$ cat src/rtl/owt_pkg.sv
package owt_pkg;
  localparam int MB_W     = 20;
  localparam int MB_SHIFT = 20;
  localparam int LO_W     = 12;
  localparam int HI_W     = MB_W - LO_W;
  localparam int CPU_AW   = MB_W + MB_SHIFT;
  localparam int PCIE_AW  = 64;
  localparam int DATA_W   = 32;
  localparam logic [HI_W-1:0] BASE_HI_RST = '1;

  typedef logic [MB_W-1:0]    mb_t;
  typedef logic [PCIE_AW-1:0] paddr_t;
endpackage

$ cat src/rtl/owt_regfile.sv
module owt_regfile
  import owt_pkg::*;
#(
  parameter int NUM_WIN = 4,
  parameter int REG_AW  = 7
) (
  input  logic                          clk_i,
  input  logic                          rst_ni,
  input  logic                          we_i,
  input  logic [REG_AW-1:0]             addr_i,
  input  logic [DATA_W-1:0]             wdata_i,
  output logic [NUM_WIN-1:0][MB_W-1:0]  base_mb_o,
  output logic [NUM_WIN-1:0][MB_W-1:0]  lim_mb_o,
  output logic [NUM_WIN-1:0][PCIE_AW-1:0] tgt_o
);
  localparam int OFS_BL = 8 * NUM_WIN;
  localparam int OFS_HI = 12 * NUM_WIN;

  logic aligned;
  assign aligned = we_i && (addr_i[1:0] == 2'b00);

  for (genvar n = 0; n < NUM_WIN; n++) begin : g_win
    logic [DATA_W-1:0] tgt_lo_q, tgt_hi_q;
    logic [LO_W-1:0]   base_lo_q, lim_lo_q;
    logic [HI_W-1:0]   base_hi_q, lim_hi_q;

    always_ff @(posedge clk_i or negedge rst_ni) begin
      if (!rst_ni) begin
        tgt_lo_q  <= '0;
        tgt_hi_q  <= '0;
        base_lo_q <= '0;
        lim_lo_q  <= '0;
        base_hi_q <= BASE_HI_RST;
        lim_hi_q  <= '0;
      end else if (aligned) begin
        if (int'(addr_i) == 8 * n)               tgt_lo_q <= wdata_i;
        if (int'(addr_i) == 8 * n + 4)           tgt_hi_q <= wdata_i;
        if (int'(addr_i) == OFS_BL + 4 * n) begin
          base_lo_q <= wdata_i[15:4];
          lim_lo_q  <= wdata_i[31:20];
        end
        if (int'(addr_i) == OFS_HI + 8 * n)      base_hi_q <= wdata_i[HI_W-1:0];
        if (int'(addr_i) == OFS_HI + 8 * n + 4)  lim_hi_q  <= wdata_i[HI_W-1:0];
      end
    end

    assign base_mb_o[n] = {base_hi_q, base_lo_q};
    assign lim_mb_o[n]  = {lim_hi_q, lim_lo_q};
    assign tgt_o[n]     = {tgt_hi_q, tgt_lo_q};
  end
endmodule

$ cat src/rtl/owt_match.sv
module owt_match
  import owt_pkg::*;
#(
  parameter int NUM_WIN = 4
) (
  input  logic [NUM_WIN-1:0][MB_W-1:0] base_mb_i,
  input  logic [NUM_WIN-1:0][MB_W-1:0] lim_mb_i,
  input  logic [MB_W-1:0]              mb_i,
  output logic [NUM_WIN-1:0]           match_o
);
  for (genvar n = 0; n < NUM_WIN; n++) begin : g_cmp
    logic ge_base, le_lim;
    assign ge_base    = mb_i >= base_mb_i[n];
    assign le_lim     = mb_i <= lim_mb_i[n];
    // start above end implies one of the two compares fails
    assign match_o[n] = ge_base && le_lim;
  end
endmodule

$ cat src/rtl/owt_select.sv
module owt_select
  import owt_pkg::*;
#(
  parameter int NUM_WIN = 4,
  parameter int WIN_W   = 2
) (
  input  logic [NUM_WIN-1:0]              match_i,
  input  logic [NUM_WIN-1:0][MB_W-1:0]    base_mb_i,
  input  logic [NUM_WIN-1:0][PCIE_AW-1:0] tgt_i,
  input  logic [CPU_AW-1:0]               cpu_addr_i,
  output logic                            hit_o,
  output logic [WIN_W-1:0]                win_o,
  output logic [PCIE_AW-1:0]              pcie_addr_o
);
  logic [MB_W-1:0]    rel_mb;
  logic [PCIE_AW-1:0] offset;

  always_comb begin
    win_o = '0;
    for (int i = NUM_WIN - 1; i >= 0; i--) begin
      if (match_i[i]) win_o = WIN_W'(i);
    end
  end

  assign hit_o       = |match_i;
  assign rel_mb      = cpu_addr_i[CPU_AW-1:MB_SHIFT] - base_mb_i[win_o];
  assign offset      = PCIE_AW'({rel_mb, cpu_addr_i[MB_SHIFT-1:0]});
  assign pcie_addr_o = hit_o ? tgt_i[win_o] + offset : '0;
endmodule

$ cat src/rtl/owt_xlate.sv
module owt_xlate
  import owt_pkg::*;
#(
  parameter int NUM_WIN = 4,
  localparam int REG_AW = $clog2(20 * NUM_WIN),
  localparam int WIN_W  = (NUM_WIN > 1) ? $clog2(NUM_WIN) : 1
) (
  input  logic                clk_i,
  input  logic                rst_ni,
  input  logic                reg_we_i,
  input  logic [REG_AW-1:0]   reg_addr_i,
  input  logic [DATA_W-1:0]   reg_wdata_i,
  input  logic                req_valid_i,
  input  logic [CPU_AW-1:0]   cpu_addr_i,
  output logic                valid_o,
  output logic                hit_o,
  output logic [WIN_W-1:0]    win_o,
  output logic [PCIE_AW-1:0]  pcie_addr_o
);
  logic [NUM_WIN-1:0][MB_W-1:0]    base_mb, lim_mb;
  logic [NUM_WIN-1:0][PCIE_AW-1:0] tgt;
  logic [NUM_WIN-1:0]              match_w;
  logic                            hit_d;
  logic [WIN_W-1:0]                win_d;
  logic [PCIE_AW-1:0]              pa_d;

  owt_regfile #(.NUM_WIN(NUM_WIN), .REG_AW(REG_AW)) u_regs (
    .clk_i    (clk_i),
    .rst_ni   (rst_ni),
    .we_i     (reg_we_i),
    .addr_i   (reg_addr_i),
    .wdata_i  (reg_wdata_i),
    .base_mb_o(base_mb),
    .lim_mb_o (lim_mb),
    .tgt_o    (tgt)
  );

  owt_match #(.NUM_WIN(NUM_WIN)) u_match (
    .base_mb_i(base_mb),
    .lim_mb_i (lim_mb),
    .mb_i     (cpu_addr_i[CPU_AW-1:MB_SHIFT]),
    .match_o  (match_w)
  );

  owt_select #(.NUM_WIN(NUM_WIN), .WIN_W(WIN_W)) u_sel (
    .match_i    (match_w),
    .base_mb_i  (base_mb),
    .tgt_i      (tgt),
    .cpu_addr_i (cpu_addr_i),
    .hit_o      (hit_d),
    .win_o      (win_d),
    .pcie_addr_o(pa_d)
  );

  always_ff @(posedge clk_i or negedge rst_ni) begin
    if (!rst_ni) begin
      valid_o     <= 1'b0;
      hit_o       <= 1'b0;
      win_o       <= '0;
      pcie_addr_o <= '0;
    end else begin
      valid_o     <= req_valid_i;
      hit_o       <= req_valid_i && hit_d;
      win_o       <= req_valid_i ? win_d : '0;
      pcie_addr_o <= req_valid_i ? pa_d : '0;
    end
  end
endmodule

$ cat config.mk
export PLATFORM = sky130hd
export DESIGN_NAME = owt_xlate
export DESIGN_NICKNAME = d
export VERILOG_FILES = /design/src/rtl/owt_pkg.sv /design/src/rtl/owt_regfile.sv /design/src/rtl/owt_match.sv /design/src/rtl/owt_select.sv /design/src/rtl/owt_xlate.sv
export SDC_FILE = /design/constraint.sdc
export NUM_CORES = 1
export LEC_CHECK = 0
export BUFFER_PORTS_ARGS = -buffer_cell sky130_fd_sc_hd__buf_2
export CORE_ASPECT_RATIO = 0.8
export CORE_UTILIZATION = 62
export DETAILED_ROUTE_END_ITERATION = 6
export PLACE_DENSITY = 0.92
export SYNTH_ARGS = -nofsm -noshare
export SYNTH_HDL_FRONTEND = slang
export SYNTH_SLANG_ARGS = --single-unit
$ cat constraint.sdc
create_clock -name clk_i -period 10.1 [get_ports clk_i]
set_input_delay 1.01 -clock clk_i [delete_from_list [all_inputs] [get_ports clk_i]]
set_output_delay 1.01 -clock clk_i [all_outputs]
set_load 0.01 [all_outputs]
==> results by group <==
Global route
  – Largest net degree at the start of global routing: 170
  – GRT Max-Usage Layer: met2
  – GRT Residual Overflow: 0
  – GR Layer Usage met1: 0.471
  – GRT met3 Usage: 0.0642
  – Vias in the first global route: 19907
  – Initial antenna violation count: 2
  – Gr usage total: 0.337
  – M2 GR Usage: 0.528
  – First-pass GRT wire length: around 110000 um

STA
  – FMAX: around 110 MHz
  – Final period util: 0.880
  – Worst Tran Pin Value: approximately 1.3 ns
  – Min cycle time layout: 8.89 ns
  – Post-route setup TNS: 0 ns
  – Final Hold Viols: 0
  – Fin Clk Skew: 0.0241 ns
  – Final hold slack: around 0.49 ns
  – Pins over their slew limit: 0
  – Final WS setup: ~1.2 ns
  – RSZ-0062 raised after global routing: no
  – Worst slew margin: 0.107
  – # setup viols final: 0

Clock network
  – Clock sinks: between 400 and 500
  – Setup bufs post-CTS: 0
  – Total CTS buffers: 48
  – CTS tree: yes
  – # resized after CTS: 0
  – Worst-Skew Late Latency: about 0.6 ns
  – Root buf cell: clkbuf_16
  – Hold Buf Count CTS: 0
  – CTS Buffer Depth: 3
  – Clk slew on worst S/H paths: about 0.060 ns
  – Htree depth: 2

Worst setup path
  – Startpoint types: primary input
  – Slowest stage cell on the critical path: o221ai_2
  – R2r setup slk: between 1.5 and 2 ns
  – Worst r2r src: u_regs.g_win[0].lim_lo_q[5]$_DFFE_PN0P_
  – Worst-path maximum fanout: 9
  – CP arrival: between 9 and 10 ns
  – Worst reg2reg path endpoint: pcie_addr_o[63]$_DFF_PN0_
  – Worst r2r path cells: 33
  – Critical Path Most Common Cell: a21o_1
  – Setup crit end: pcie_addr_o[63]$_DFF_PN0_
  – Critical Path Start: cpu_addr_i[20]
  – Slowest cell delay on critical path: between 0.5 and 0.6 ns
  – Setup crit end kind: flip-flop
  – Critical path class: in2reg
  – Critical path required time: between 10 and 15 ns

Die
  – Num rows: 67
  – Core area: roughly 42000 um^2
  – DIE HEIGHT: ~190 um
  – Die area: around 44000 um^2
  – Initial Utilization: 0.634
  – IO Count: ~150
  – Die width: around 230 um

Pwr
  – Max VDD drop: roughly 0.12 mV
  – Pwr/cell area: 186 nW/um^2
  – Total power: ~5.5 mW
  – Leakage: about 15 nW

Synth
  – Flop and latch count out of synthesis: 484
  – Number of flops mapped to enable cells by yosys: 0
  – Cells after synthesis: around 2300
  – Cell variety after synth: 78
  – Sequential share of the synthesized area: 0.454
  – Post-synthesis cell area: 26800 um^2
  – Ys flop type: dfrtp_1
  – Async SR Flop Fraction: 1.00
  – Avg Cell Area, Syn: roughly 12 um^2
  – Mapped Nets: 2560
  – Ys Warns: 0

Place
  – Dpl hpwl: approximately 50000 um
  – Pre-CTS setup slack: between 0.8 and 0.9 ns
  – GP Congestion: 0.970
  – Placed instance count: 2880
  – I/O Buffers: 150
  – Area post-placement: around 28000 um^2

Route
  – Vias/cell: roughly 6.5
  – Routed Antenna Nets: 0
  – WL/cell: between 20 and 25 um
  – Residual DRC: 0
  – DRT Pass-1 Iters: 5
  – WL final: between 70000 and 80000 um
  – Via count: about 19000
  – 1st-iter DRT viols: ~2000

Flow run
  – Max Cap Viol: 0

Final layout
  – Fin area: slightly below 30000 um^2
  – Nets: approximately 2700
  – Ratio of cells with drive above 1 in the final layout: 0.312
  – Util after Layout: 0.701
  – Fill count: 2793
  – Cell Count, Final, Fillers Out: just under 3000
  – Area Growth Syn to Fin: 10.7%

Hold path
  – Worst hold-check path type: in2async

Status
  – Status: finished clean
-- layout by cell type, fill, tap and decap left out, types with 11 or more instances in the layout --
cell / n
nor2_1: 103
inv_1: 192
clkbuf_1: 14
nand2b_1: 16
a21oi_1: 85
nand3_1: 20
buf_4: 23
o21a_1: 14
nand2_1: 132
dfstp_2: 32
nand4_1: 27
xor2_1: 19
clkbuf_16: 49
o21ai_0: 107
dfrtp_1: 452
xnor2_1: 35
nor3_1: 25
and2_1: 11
ha_1: 219
mux4_2: 84
nor2b_1: 16
a21o_1: 40
mux2_2: 362
buf_2: 149
-- state kept, by name, indices dropped and copies added (netlist names) --
name	flops
u_regs.g_win.base_hi_q	32
hit_o	1
pcie_addr_o	64
win_o	2
u_regs.g_win.base_lo_q	48
u_regs.g_win.lim_lo_q	48
u_regs.g_win.tgt_hi_q	128
u_regs.g_win.lim_hi_q	32
valid_o	1
u_regs.g_win.tgt_lo_q	128
-- worst max-delay path: cells and delay by family --
kind | cells | cell delay [ns]
multiplexers | 2 | 0.86
adder cells (fa/ha/maj) | 4 | 1.34
AND/OR/NAND/NOR | 6 | 1.16
AO/OA/AOI/OAI | 20 | 4.54
buffers and inverters | 2 | 0.43
-- layout make-up --
class,count,area (um^2),share of cell area
Clock inverter,17,203,0.00684
Clock buffer,71,1390,0.0469
Antenna cell,2,5.00,0.000169
Timing Repair Buffer,174,953,0.0322
Multi-Input combinational cell,1478,13500,0.456
Inverter,192,721,0.0243
Sequential cell,484,12200,0.410
Tap cell,552,691,0.0233
-- synthesized netlist by cell type (27+ instances only) --
cell | number | area (um^2)
ha_1 | 219 | 2740
nand4_1 | 27 | 169
nand2_1 | 132 | 495
a21o_1 | 40 | 300
a21oi_1 | 85 | 425
o21ai_0 | 107 | 536
dfstp_2 | 32 | 841
mux2_2 | 362 | 4080
inv_1 | 192 | 721
xnor2_1 | 35 | 307
clkbuf_1 | 68 | 255
mux4_2 | 84 | 1890
dfrtp_1 | 452 | 11300
nor2_1 | 103 | 387
-- layer usage --
metal | wire (um) | part of all wire
met5 | 0 | 0
met4 | 2410 | 0.034
met3 | 6560 | 0.091
met2 | 33800 | 0.47
met1 | 29300 | 0.41
-- worst min-delay path by stage --
stage / cells past startpoint / slack [ns] / to
2_1_floorplan: 1 / 0.47 / u_regs.g_win[2].tgt_hi_q[0]$_DFFE_PN0P_
3_3_place_gp: 1 / 0.48 / u_regs.g_win[3].tgt_lo_q[31]$_DFFE_PN0P_
3_5_place_dp: 1 / 0.49 / u_regs.g_win[1].tgt_hi_q[30]$_DFFE_PN0P_
4_1_cts: 1 / 0.50 / u_regs.g_win[1].tgt_hi_q[30]$_DFFE_PN0P_
5_1_grt: 1 / 0.52 / u_regs.g_win[2].tgt_lo_q[7]$_DFFE_PN0P_
6_report: 1 / 0.49 / u_regs.g_win[3].tgt_lo_q[1]$_DFFE_PN0P_
-- report_power, final --
group / internal (mW) / leakage [nW] / switching, mW
Sequential: 2.15 / 6.29 / 0.103
Combinational: 0.602 / 7.47 / 0.824
Clock: 1.04 / 0.780 / 0.787
Total: 3.79 / 14.5 / 1.71
-- cell families after synthesis --
kind of cell,Yosys count,share of synthesized area
DFF,484,0.454
and+or+nand+nor,414,0.0772
xor gates and xnor gates,54,0.0177
buffers and inverters,294,0.0432
adders and majority gates,221,0.104
muxes,451,0.225
AOI/OAI and AO/OA,338,0.0793
No activity file was read; power rests on OpenSTA's default activity.
